===== config.mk =====
export PLATFORM = sky130hd
export DESIGN_NAME = exec_mode_guard
export DESIGN_NICKNAME = d
export VERILOG_FILES = /design/src/rtl/emg_pkg.sv /design/src/rtl/emg_region_chk.sv /design/src/rtl/emg_mode_ctl.sv /design/src/rtl/emg_trap_ctl.sv /design/src/rtl/exec_mode_guard.sv
export SDC_FILE = /design/constraint.sdc
export NUM_CORES = 1
export LEC_CHECK = 0
export BUFFER_PORTS_ARGS = -buffer_cell sky130_fd_sc_hd__buf_2
export CAP_MARGIN = 0
export CORE_AREA = 10 10 47 49
export CTS_BUF_LIST = sky130_fd_sc_hd__clkbuf_16
export CTS_CLUSTER_DIAMETER = 30
export DETAILED_ROUTE_END_ITERATION = 8
export DIE_AREA = 0 0 57 59
export SYNTH_ARGS = -nofsm -noshare
export SYNTH_HDL_FRONTEND = slang
export SYNTH_SLANG_ARGS = --single-unit
export TNS_END_PERCENT = 50

===== constraint.sdc =====
create_clock -name clk -period 2.82 [get_ports clk]
set_input_delay 0.282 -clock clk [delete_from_list [all_inputs] [get_ports clk]]
set_output_delay 0.282 -clock clk [all_outputs]
set_load 0.01 [all_outputs]

===== src/rtl/emg_pkg.sv =====
package emg_pkg;
  localparam int unsigned ADDR_W     = 32;
  localparam int unsigned APER_BITS  = 24;
  localparam logic [31:0] ROM_BASE_D = 32'h0000_0000;
  localparam int unsigned ROM_SIZE_D = 8192;
  localparam logic [31:0] RAM_BASE_D = 32'hD000_0000;
  localparam int unsigned RAM_SIZE_D = 4096;
  localparam logic [31:0] SYS_BASE_D = 32'hE100_0000;

  typedef struct packed {
    logic in_aper;
    logic in_range;
  } region_hit_t;
endpackage


===== src/rtl/emg_region_chk.sv =====
module emg_region_chk #(
  parameter int unsigned ADDR_W    = 32,
  parameter int unsigned APER_BITS = 24,
  parameter logic [31:0] BASE      = 32'h0,
  parameter int unsigned SIZE      = 4096
) (
  input  logic [ADDR_W-1:0] addr,
  output emg_pkg::region_hit_t hit
);
  localparam logic [APER_BITS:0] LIMIT = (APER_BITS+1)'(SIZE);
  localparam int unsigned TOP_W = ADDR_W - APER_BITS;

  logic [TOP_W-1:0]     tag;
  logic [APER_BITS-1:0] offset;

  assign tag    = addr[ADDR_W-1:APER_BITS];
  assign offset = addr[APER_BITS-1:0];

  always_comb begin
    hit.in_aper  = (tag == BASE[ADDR_W-1:APER_BITS]);
    hit.in_range = hit.in_aper && ({1'b0, offset} < LIMIT);
  end
endmodule


===== src/rtl/emg_mode_ctl.sv =====
module emg_mode_ctl (
  input  logic clk,
  input  logic rst_n,
  input  logic fetch_outside,
  input  logic sys_hit,
  input  logic sys_return,
  output logic app_mode,
  output logic in_syscall,
  output logic syscall_irq
);
  always_ff @(posedge clk or negedge rst_n) begin
    if (!rst_n) begin
      app_mode    <= 1'b0;
      in_syscall  <= 1'b0;
      syscall_irq <= 1'b0;
    end else begin
      if (fetch_outside) app_mode <= 1'b1;
      syscall_irq <= sys_hit;
      if (sys_hit) in_syscall <= 1'b1;
      else if (sys_return) in_syscall <= 1'b0;
    end
  end

  a_r3_app_sticky: assert property (@(posedge clk) disable iff (!rst_n)
    app_mode |=> app_mode);
  a_r5_irq_follows_write: assert property (@(posedge clk) disable iff (!rst_n)
    sys_hit |=> syscall_irq);
  a_r6_ctx_with_irq: assert property (@(posedge clk) disable iff (!rst_n)
    syscall_irq |-> in_syscall);
  a_r6_ctx_clear: assert property (@(posedge clk) disable iff (!rst_n)
    (sys_return && !sys_hit) |=> !in_syscall);
endmodule


===== src/rtl/emg_trap_ctl.sv =====
module emg_trap_ctl (
  input  logic clk,
  input  logic rst_n,
  input  logic rom_exec_bad,
  input  logic range_bad,
  output logic trap
);
  always_ff @(posedge clk or negedge rst_n) begin
    if (!rst_n) trap <= 1'b0;
    else if (rom_exec_bad || range_bad) trap <= 1'b1;
  end

  a_r7_trap_sticky: assert property (@(posedge clk) disable iff (!rst_n)
    trap |=> trap);
  a_r10_range_traps: assert property (@(posedge clk) disable iff (!rst_n)
    range_bad |=> trap);
endmodule


===== src/rtl/exec_mode_guard.sv =====
module exec_mode_guard #(
  parameter int unsigned ADDR_W    = emg_pkg::ADDR_W,
  parameter int unsigned APER_BITS = emg_pkg::APER_BITS,
  parameter logic [31:0] ROM_BASE  = emg_pkg::ROM_BASE_D,
  parameter int unsigned ROM_SIZE  = emg_pkg::ROM_SIZE_D,
  parameter logic [31:0] RAM_BASE  = emg_pkg::RAM_BASE_D,
  parameter int unsigned RAM_SIZE  = emg_pkg::RAM_SIZE_D,
  parameter logic [31:0] SYS_BASE  = emg_pkg::SYS_BASE_D
) (
  input  logic              clk,
  input  logic              rst_n,
  input  logic              bus_valid,
  input  logic              bus_instr,
  input  logic              bus_we,
  input  logic [ADDR_W-1:0] bus_addr,
  input  logic              sys_return,
  output logic              app_mode,
  output logic              in_syscall,
  output logic              syscall_irq,
  output logic              trap
);
  localparam int unsigned SYS_SIZE = 1 << APER_BITS;

  emg_pkg::region_hit_t rom_h, ram_h, sys_h;

  emg_region_chk #(.ADDR_W(ADDR_W), .APER_BITS(APER_BITS), .BASE(ROM_BASE), .SIZE(ROM_SIZE))
    u_rom (.addr(bus_addr), .hit(rom_h));
  emg_region_chk #(.ADDR_W(ADDR_W), .APER_BITS(APER_BITS), .BASE(RAM_BASE), .SIZE(RAM_SIZE))
    u_ram (.addr(bus_addr), .hit(ram_h));
  emg_region_chk #(.ADDR_W(ADDR_W), .APER_BITS(APER_BITS), .BASE(SYS_BASE), .SIZE(SYS_SIZE))
    u_sys (.addr(bus_addr), .hit(sys_h));

  logic fetch, fetch_outside, sys_hit, rom_exec_bad, range_bad;

  always_comb begin
    fetch         = bus_valid && bus_instr;
    fetch_outside = fetch && !rom_h.in_range;
    sys_hit       = bus_valid && bus_we && sys_h.in_aper && sys_h.in_range;
    rom_exec_bad  = fetch && rom_h.in_range && app_mode && !in_syscall;
    range_bad     = bus_valid && ((rom_h.in_aper && !rom_h.in_range) ||
                                  (ram_h.in_aper && !ram_h.in_range));
  end

  emg_mode_ctl u_mode (
    .clk(clk), .rst_n(rst_n), .fetch_outside(fetch_outside), .sys_hit(sys_hit),
    .sys_return(sys_return), .app_mode(app_mode), .in_syscall(in_syscall),
    .syscall_irq(syscall_irq)
  );

  emg_trap_ctl u_trap (
    .clk(clk), .rst_n(rst_n), .rom_exec_bad(rom_exec_bad), .range_bad(range_bad),
    .trap(trap)
  );

  a_r4_data_keeps_mode: assert property (@(posedge clk) disable iff (!rst_n)
    (!app_mode && !(bus_valid && bus_instr)) |=> !app_mode);
  a_r2_fw_rom_fetch_ok: assert property (@(posedge clk) disable iff (!rst_n)
    (!app_mode && !trap && bus_valid && bus_instr && rom_h.in_range) |=> (!app_mode && !trap));
endmodule


==> Word-level counts from Yosys, hierarchy flattened <==
Cells that the tools add are included.
{ "word_totals": {"reg_bits": 4, "inputBits": 38, "output_inout_bits": 4, "wordCells": 30} }
{ "classes": {"n_lt_le_gt_ge": 2, "eq_ne": 2, "muxes": 2, "reduce_logical": 20} }
{ "ops": {"columns": ["operator", "n"], "rows": [
  ["24-bit by 13-bit < comparator with 1-bit output, second input constant", 1],
  ["24-bit by 14-bit < comparator with 1-bit output, second input constant", 1],
  ["8-bit equality test, second input constant", 2],
  ["1-bit logical AND", 13],
  ["8-bit logical NOT", 1],
  ["1-bit logical NOT", 3],
  ["1-bit logical OR", 2],
  ["1-bit 2-to-1 mux", 2],
  ["2-bit nonzero test", 1]
]} }

==> Logic depth before layout (Yosys ltp) <==
Gate-level depths: netlist of the first run.
{ "depth": {"word_depth": 7, "mapped_depth": 4, "depth_no_buf": 4} }

==> Hierarchy <==
Synthesis of the first run repeated with hierarchy kept, for this count alone.
{ "unflattened": {"hier_cells": 34, "hier_area_um2": 309.0} }
{ "by_module_without_submodules": {"columns": ["mod", "n_inst", "cells_each", "area_each_um2"], "rows": [
  ["emg_mode_ctl", 1, 6, 92.6],
  ["emg_region_chk (u_ram)", 1, 7, 53.8],
  ["emg_region_chk (u_rom)", 1, 7, 51.3],
  ["exec_mode_guard", 1, 8, 45.0],
  ["emg_region_chk (u_sys)", 1, 4, 35.0],
  ["emg_trap_ctl", 1, 2, 31.3]
]} }

==> Least setup slack after synthesis of the first run <==
No wires, ideal clock.
{ "synth_path": {"path_type": "in2reg", "start": "in bus_addr[21]", "end": "reg u_trap.trap", "setup_time_ps": 126, "arrival_ps": 1147, "t_required_ps": 2694, "setup_slack_ps": 1547, "stages": 4, "n_path_buf": 0, "path_cell_list": "nor4_1 > nand3_1 > a41o_1 > a221o_1"} }
{ "synth_via": {"elab_chain_len": 7, "elab_cells_between_ends": 14} }
{ "synth_lines": {"columns": ["element", "line", "source"], "rows": [
  ["start, declared", "exec_mode_guard.sv:15", "input logic [ADDR_W-1:0] bus_addr,"],
  ["24-bit by 14-bit < comparator with 1-bit output or 24-bit by 13-bit < comparator with 1-bit output (tied branches)", "emg_region_chk.sv:21", "hit.in_range = hit.in_aper && ({1'b0, offset} < LIMIT);"],
  ["1-bit logical AND", "emg_region_chk.sv:21", null],
  ["1-bit logical NOT (on tied branches)", "exec_mode_guard.sv:40, exec_mode_guard.sv:41", null],
  ["1-bit logical AND (on tied branches)", "exec_mode_guard.sv:40, exec_mode_guard.sv:41", null],
  ["1-bit logical OR", "exec_mode_guard.sv:40", "range_bad = bus_valid && ((rom_h.in_aper && !rom_h.in_range) ||"],
  ["1-bit logical AND", "exec_mode_guard.sv:40", null],
  ["1-bit logical OR (*)", "emg_trap_ctl.sv:10", "else if (rom_exec_bad || range_bad) trap <= 1'b1;"],
  ["end signal, assigned", "emg_trap_ctl.sv:9", "if (!rst_n) trap <= 1'b0;"],
  ["end signal, assigned", "emg_trap_ctl.sv:10", null],
  ["end, declared", "emg_trap_ctl.sv:6", "output logic trap"]
]} }
Every way passes the cells marked *; elsewhere a longest branch is shown, timed or not.
A chain may end at the register's enable or synchronous reset.

==> Worst setup path in the final report of the first run <==
{ "layout_path": {"start": "in bus_addr[14]", "end": "reg u_trap.trap"} }
Same word-level chain as after synthesis.

==> impl_results.md, run 1 <==
- Crit path cell chain: buf_2 > nor4_1 > nand3_1 > a41o_1 > a221o_1
- Area of the multi-input gates: 123.9 sq um
- Synth Net Count: 63
- Largest net degree at the start of global routing: 5
- CP arrival: 1.35 ns
- Die Wd: 57 microns
- Mapped Avg Cell Area: 9.109 sq um
- Clk_lat worst skew: 0.22 ns
- Hold endpoint: u_mode.syscall_irq$_DFF_PN0_
- Tot Pwr: 308.8 uW
- Vias per inst: 4.419
- CTS tree: done
- Top Family by Delay on Critical Path: compound AO/OA/AOI/OAI gates
- GRT Util Overall: 6.242%
- Wire per inst: 13.45 microns
- Critical Path Sink Type: register
- Fin. Hold Viols: 0
- Worst Skew: 0.0004344 ns
- Final antenna-violating net count: 0
- Slowest-stage cell, CP: a221o_1
- Worst hold slack: 0.2835 ns
- Pwr/cell area: 646.1 nW/um^2
- Netlist cell types: 15
- FF+latch count, synth: 4
- Post-cts hold buffer count: 1
- Hold Path Origin: bus_addr[28]
- Setup ws final: 1.570 ns
- Setup Slack @ Placement: 1.335 ns
- Sequential area share after synthesis: 43.96%
- PostCTS Resize Cnt: 0
- Worst min-delay path class: in2reg
- GP Congestion: 0.6729
- Final setup violation count: 0
- Leak: 0.2506 nW
- H-tree levels: 1
- Die area: 3363 sq um
- Post-Route WL: 995 microns
- CP startpoint: bus_addr[14]
- Max transition margin: 71.83%
- Worst setup SP type: input pin
- Post-CTS Setup Bufs: 0
- Fmax: 0.7998 GHz
- Critical-path maximum fanout: 2
- Final slew viol count: 0
- Cells after Synth: 25
- Status: finished clean
- Synth warn: 0
- Worst-Margin Slew: 0.4166 ns
- Critical R2R Capture: u_trap.trap$_DFFE_PN0P_
- Final global-route overflow total: 0
- Diode count: 0
- Largest stage delay, worst path: 0.32 ns
- Starting Density: 16.25%
- Vias in the first global route: 367
- Fin nets: 98
- Clock Path Buffers: 2
- Core area: 1401 sq um
- Buf/Inv on CP: 1
- Area Growth Syn to Fin: 109.9%
- Reg2reg path depth: 2
- Rows: 14
- Crit path time final: 1.250 ns
- DR pass1 iterations: 4
- Tcrit/Tclk final: 44.34%
- Storage element area: 100.1 sq um
- FF-to-FF setup slack: 1.85 ns
- DRC: 0
- Die Span Y: 59 microns
- Hold path cells: 2
- Clock-pin transition on the worst setup and hold timing paths: 0.03 ns
- Share of cells above drive strength 1: 55.17%
- DRT iter0 DRCs: 3
- # IOs: 42
- Maximum VDD drop: 0.2994 mV
- Total negative slack: 0 ns
- Syn Std Cell Area: 227.7 sq um
- RSZ-0062 raised after global routing: false
- Global-route wire length before repair: 1635 microns
- CP required: 2.92 ns
- CTS Buf Count: 3
- Critical path type: in2reg
- FILL cells: 157
- Reg-to-reg startpoint: u_mode.app_mode$_DFFE_PN0P_
- Root buffer cell: clkbuf_16
- Via Count: 327
- Max Cap Violations: 0
- # clock sinks: 4
- Initial antenna violation count: 0
- Port bufs: 29
layer usage:
| layer | GRT usage [%] | share of wire, % | up-vias |
|---|---|---|---|
| met4 | 3.020 | 0 | 0 |
| met5 | 0 | 0 | - |
| met1 | 4.910 | 34 | 150 |
| met2 | 11.94 | 58 | 10 |
| li1 | - | - | 167 |
| met3 | 3.648 | 7.5 | 0 |
cells in the final DEF, fill, tap and decap left out, drive strengths merged, types with 3 or more instances in the layout:
| master | instances |
|---|---|
| nor4 | 4 |
| nand2 | 3 |
| dfrtp | 4 |
| clkbuf | 3 |
| nor3 | 3 |
| buf | 29 |
flip-flops by register name (all words and copies together), names as in the netlist:
name / cells
u_mode.app_mode: 1
u_mode.in_syscall: 1
u_mode.syscall_irq: 1
u_trap.trap: 1
Yosys cell counts:
master    count  share of area, %
nor3b_1       1               3.3
a21o_1        1               3.3
and3_1        1               2.7
nor4b_1       1               3.8
nor4_1        4                11
a221o_1       1               4.4
a41o_1        1               4.4
dfrtp_1       4                44
nor3_1        3               6.6
inv_1         1               1.6
nand2_1       3               4.9
nand3_1       1               2.2
o21bai_1      1               3.3
nor2_1        1               1.6
nand4_1       1               2.7
how the worst max path moves through the flow:
stage                     slack (ns)                      end  depth (start not counted)
after floorplan                 1.55  u_trap.trap$_DFFE_PN0P_                          4
after global placement          1.34  u_trap.trap$_DFFE_PN0P_                          5
after detailed placement        1.34  u_trap.trap$_DFFE_PN0P_                          5
after CTS                       1.56  u_trap.trap$_DFFE_PN0P_                          5
after global routing            1.45  u_trap.trap$_DFFE_PN0P_                          5
final                           1.57  u_trap.trap$_DFFE_PN0P_                          5
worst register-to-register path, delay by kind of cell (launching register included):
kind	cells	cell delay [ns]
AOI/OAI and AO/OA	1	0.34
DFF	1	0.37
and+or+nand+nor	1	0.14
metrics by stage:
step,cells,area [sq um],util (%)
floorplan,25,227.7,-
global placement,70,392.9,28.04
detailed placement,70,392.9,28.04
CTS,74,478.0,34.11
global route,74,478.0,34.11
finish,74,478.0,34.11
power by group:
part | switching (mW) | internal (mW)
clock | 0.0362 | 0.181
combinational | 0.0127 | 0.0182
sequential | 0.00113 | 0.0598
cell families (layout without fill, tap and decap cells):
kind of cell,count (synthesis),after routing,synth area share [%]
compound gates,4,4,15.39
flops,4,4,43.96
buf+inv,1,34,1.647
simple gates,16,16,39.01
area by class of cell:
type	instances	area share [%]
well taps	16	4.188
multi-input cells	20	25.92
flip-flops and latches	4	20.94
repair buffers	30	32.46
inverters	1	0.7853
clock buffers	3	15.71
Power figures use the tool's default switching activity.
==> run 2: changes to the inputs <==
clock period = 1 ns   (was 2.82 ns; I/O delays follow)
==> impl_results.md, run 2 (synthesized netlist as in run 1, its figures left out) <==
- Global-route wire length before repair: 1704 microns
- CP startpoint: bus_addr[23]
- Share of cells above drive strength 1: 67.74%
- CP arrival: 1.10 ns
- H-tree levels: 1
- Critical-path maximum fanout: 2
- Pwr/cell area: 1590 nW/um^2
- Worst Skew: 0.0007180 ns
- Vias in the first global route: 424
- Placement Cell Area: 444.2 sq um
- Starting Density: 16.25%
- Critical R2R Capture: u_trap.trap$_DFFE_PN0P_
- Worst min-delay path class: in2reg
- DP Wirelength: 846.1 microns
- Tot Pwr: 920.9 uW
- Final setup violation count: 0
- CTS Buf Count: 3
- Flop pwr share: 18.7%
- DRC: 0
- DR pass1 iterations: 1
- Final slew viol count: 0
- Die Span Y: 59 microns
- Gate power share: 13.1%
- Reg2reg path depth: 2
- Diode count: 0
- Clock share of power: 68.2%
- DRT iter0 DRCs: 0
- Utilization after layout: 41.34%
- Worst-Margin Slew: 0.2542 ns
- Fin. Hold Viols: 0
- Most common cell after layout, fill and taps aside: buf_2
- Reg-to-reg startpoint: u_mode.app_mode$_DFFE_PN0P_
- Area Growth Syn to Fin: 154.4%
- Die area: 3363 sq um
- Total negative slack: 0 ns
- Commonest non-fill, non-tap cells in the layout: 26 x buf_2, 4 x buf_4, 4 x dfrtp_1
- Crit path time final: 0.9979 ns
- Initial antenna violation count: 0
- Worst setup SP type: input pin
- Fin area: 579.3 sq um
- Fin nets: 102
- # IOs: 42
- Leak: 0.2829 nW
- Via Count: 356
- Clk_lat worst skew: 0.22 ns
- Sw frac: 18.55%
- Hold path cells: 3
- # clock sinks: 4
- Non-Filler Instances: 78
- RSZ-0062 raised after global routing: true
- Critical path type: in2reg
- Critical Path Sink Type: register
- Status: finished clean
- Clock Path Buffers: 2
- Final global-route overflow total: 0
- GRT Util Overall: 6.380%
- Largest net degree at the start of global routing: 5
- Vias per inst: 4.564
- Crit path to: u_trap.trap$_DFFE_PN0P_
- Maximum VDD drop: 0.4106 mV
- Tcrit/Tclk final: 99.79%
- Rows: 14
- Final antenna-violating net count: 0
- Clock-pin transition on the worst setup and hold timing paths: 0.03 ns
- Wire per inst: 14.14 microns
- Dpl cells: 74
- Sw power: 170.8 uW
- Max transition margin: 82.91%
- FF-to-FF setup slack: 0.02 ns
- CP required: 1.10 ns
- GP Congestion: 0.7324
- Post-CTS Setup Bufs: 0
- Port bufs: 29
- Post-Route WL: 1103 microns
- Root buffer cell: clkbuf_16
- Max Cap Violations: 0
- CTS tree: done
- Die Wd: 57 microns
- Core area: 1401 sq um
- Fmax: 1.002 GHz
- Internal power: 750.1 uW
## run 2: cell type report
class | instances | area (sq um)
well taps | 16 | 20.02
clock buffers | 3 | 75.07
repair buffers | 34 | 203.9
inverters | 1 | 3.754
flip-flops and latches | 4 | 100.1
fillers | 157 | 822.0
multi-input cells | 20 | 176.4
## run 2: what timing repair did
| item | in CTS | in global routing |
|---|---|---|
| endpoints found under the setup margin | 1 | 4 |
| gates resized for setup | 1 | 7 |
| pin swaps | 0 | 2 |
| endpoints found under the hold margin | 4 | 0 |
| hold buffers | 1 | 0 |
## run 2: metrics by stage
stage | hold slack [ns] | setup slack, ns
global placement | -0.09339 | -0.2128
detailed placement | -0.09357 | -0.2419
floorplan | -0.1956 | -0.05134
finish | 0.1426 | 0.002147
CTS | 0.1424 | 0.003701
global route | 0.1685 | -0.06436
## run 2: worst min-delay path by stage
stage | slack [ns] | start | endpoint
2_1_floorplan | -0.20 | rst_n | u_mode.app_mode$_DFFE_PN0P_
3_3_place_gp | -0.09 | rst_n | u_mode.in_syscall$_DFFE_PN0P_
3_5_place_dp | -0.09 | rst_n | u_mode.in_syscall$_DFFE_PN0P_
4_1_cts | 0.14 | sys_return | u_mode.in_syscall$_DFFE_PN0P_
5_1_grt | 0.17 | sys_return | u_mode.in_syscall$_DFFE_PN0P_
6_report | 0.14 | sys_return | u_mode.in_syscall$_DFFE_PN0P_
## run 2: worst max-delay path, cell delays in order
cell     delay, ns
buf_6         0.10
nor4_4        0.27
nand3_2       0.12
a41o_1        0.22
a221o_1       0.29
## run 2: routing by layer
metal / track usage [%] / share of wire (%) / wire length, microns / up-vias
met2: 10.70 / 53 / 584 / 21
met3: 1.931 / 10 / 113 / 2
met5: 0 / 0 / 0 / -
met1: 6.130 / 35 / 386 / 159
met4: 6.040 / 1.5 / 17 / 0
li1: - / - / - / 174
## run 2: power by group through the flow
stage | Sequential [mW] | Combinational, mW | Clock (mW)
floorplan | 0.176 | 0.0192 | 0
global placement | 0.174 | 0.101 | 0
detailed placement | 0.174 | 0.102 | 0
CTS | 0.172 | 0.108 | 0.646
global route | 0.172 | 0.131 | 0.655
finish | 0.172 | 0.120 | 0.628
==> run 3: changes to the inputs <==
==> constraint.sdc (replaced) <==
create_clock -name clk -period 1 [get_ports clk]
set_input_delay 0.2 -clock clk [delete_from_list [all_inputs] [get_ports clk]]
set_output_delay 0.2 -clock clk [all_outputs]
set_load 0.01 [all_outputs]
==> impl_results.md, run 3 (synthesized netlist as in run 1, its figures left out) <==
- Initial antenna violation count: 0
- Vias per inst: 4.532
- Core area: 1401 sq um
- Starting Density: 16.25%
- Critical path type: in2reg
- Non-Filler Instances: 79
- Wire per inst: 14.20 microns
- GRT Util Overall: 6.600%
- Status: complete, but fails checks
- Port bufs: 29
- Vias in the first global route: 422
- Max Cap Violations: 0
- Crit path time final: 1.066 ns
- Clock-pin transition on the worst setup and hold timing paths: 0.03 ns
- FILL cells: 156
- Die area: 3363 sq um
- Most common cell after layout, fill and taps aside: buf_2
- Final antenna-violating net count: 0
- CTS Buf Count: 3
- Diode count: 0
- Via Count: 358
- Leak: 0.2957 nW
- Worst-Margin Slew: 0.2372 ns
- Final slew viol count: 0
- Global-route wire length before repair: 1766 microns
- Crit path to: u_trap.trap$_DFFE_PN0P_
- Commonest non-fill, non-tap cells in the layout: 25 x buf_2, 5 x buf_4, 4 x buf_6, 4 x dfrtp_1
- H-tree levels: 1
- Pwr/cell area: 1526 nW/um^2
- Critical R2R Capture: u_trap.trap$_DFFE_PN0P_
- Maximum VDD drop: 0.4083 mV
- Reg-to-reg startpoint: u_mode.app_mode$_DFFE_PN0P_
- Final global-route overflow total: 0
- CP startpoint: bus_addr[14]
- Clock Path Buffers: 2
- Max transition margin: 84.04%
- CP arrival: 1.17 ns
- Tcrit/Tclk final: 106.6%
- FF-to-FF setup slack: 0.03 ns
- Share of cells above drive strength 1: 68.25%
- RSZ-0062 raised after global routing: true
- # clock sinks: 4
- Worst setup SP type: input pin
- Critical Path Sink Type: register
- Final setup violation count: 1
- Failing checks: negative setup slack
- Root buffer cell: clkbuf_16
- Worst min-delay path class: in2reg
- GP Congestion: 0.7325
- # IOs: 42
- Reg2reg path depth: 2
- Die Span Y: 59 microns
- Setup ws final: -0.06558 ns
- DRC: 0
- Fin nets: 103
- Largest net degree at the start of global routing: 5
- Area Growth Syn to Fin: 167.0%
- Rows: 14
- CTS tree: done
- Tot Pwr: 927.9 uW
- Die Wd: 57 microns
- Dpl cells: 74
- Worst Skew: 0.0001442 ns
- DP Wirelength: 846.1 microns
- DRT iter0 DRCs: 1
- DR pass1 iterations: 2
- Clk_lat worst skew: 0.22 ns
- Fin. Hold Viols: 0
- Fmax: 0.9385 GHz
- Critical-path maximum fanout: 2
- CP required: 1.10 ns
- Post-Route WL: 1122 microns
## run 3: layout make-up
class	count	area, sq um	area share, %
tap	16	20.02	3.292
clock buffer	3	75.07	12.35
multi-input combinational	20	191.4	31.48
inverter	1	3.754	0.6173
timing repair buffer	35	217.7	35.80
sequential	4	100.1	16.46
## run 3: repair_timing
item	in CTS	in global routing
buffers inserted	0	1
cloned	0	0
pin swaps	0	2
hold endpoints to repair	4	0
setup endpoints to repair	4	4
hold buffers	1	0
resized for setup	5	6
## run 3: metal layers
| metal | vias to the layer above | GRT usage, % | share of wire (%) |
|---|---|---|---|
| met3 | 0 | 1.931 | 8.9 |
| met5 | - | 0 | 0 |
| met2 | 19 | 11.01 | 55 |
| met4 | 0 | 6.040 | 0 |
| met1 | 162 | 6.498 | 36 |
| li1 | 177 | - | - |
## run 3: worst max-delay path: stages
cell and delay [ns]:
buf_6 0.10, nor4_4 0.26, nand3_2 0.11, a41o_1 0.21, a221o_1 0.29
## run 3: how the worst min path moves through the flow
| stage | from | endpoint | slack, ns | cells past startpoint |
|---|---|---|---|---|
| 3_3_place_gp | rst_n | u_mode.in_syscall$_DFFE_PN0P_ | 0.007 | 1 |
| 4_1_cts | sys_return | u_mode.in_syscall$_DFFE_PN0P_ | 0.24 | 3 |
| 3_5_place_dp | rst_n | u_mode.in_syscall$_DFFE_PN0P_ | 0.006 | 1 |
| 5_1_grt | sys_return | u_mode.in_syscall$_DFFE_PN0P_ | 0.27 | 3 |
| 2_1_floorplan | rst_n | u_mode.app_mode$_DFFE_PN0P_ | -0.1 | 0 |
| 6_report | sys_return | u_mode.in_syscall$_DFFE_PN0P_ | 0.24 | 3 |
## run 3: report_power, final
group	switching [mW]	internal, mW
Sequential	0.00330	0.169
Clock	0.117	0.511
Combinational	0.0545	0.0736
## run 3: through the flow
step	worst slack [ns]	hold WS, ns	TNS, ns	area, sq um	util [%]
floorplan	-0.1513	-0.09559	-0.2020	249.0	-
global placement	-0.3128	0.006607	-1.103	444.2	31.70
detailed placement	-0.3419	0.006431	-1.110	444.2	31.70
CTS	-0.08575	0.2424	-0.1012	559.3	39.91
global route	-0.1459	0.2685	-0.2851	608.1	43.39
finish	-0.06558	0.2434	-0.06558	608.1	43.39
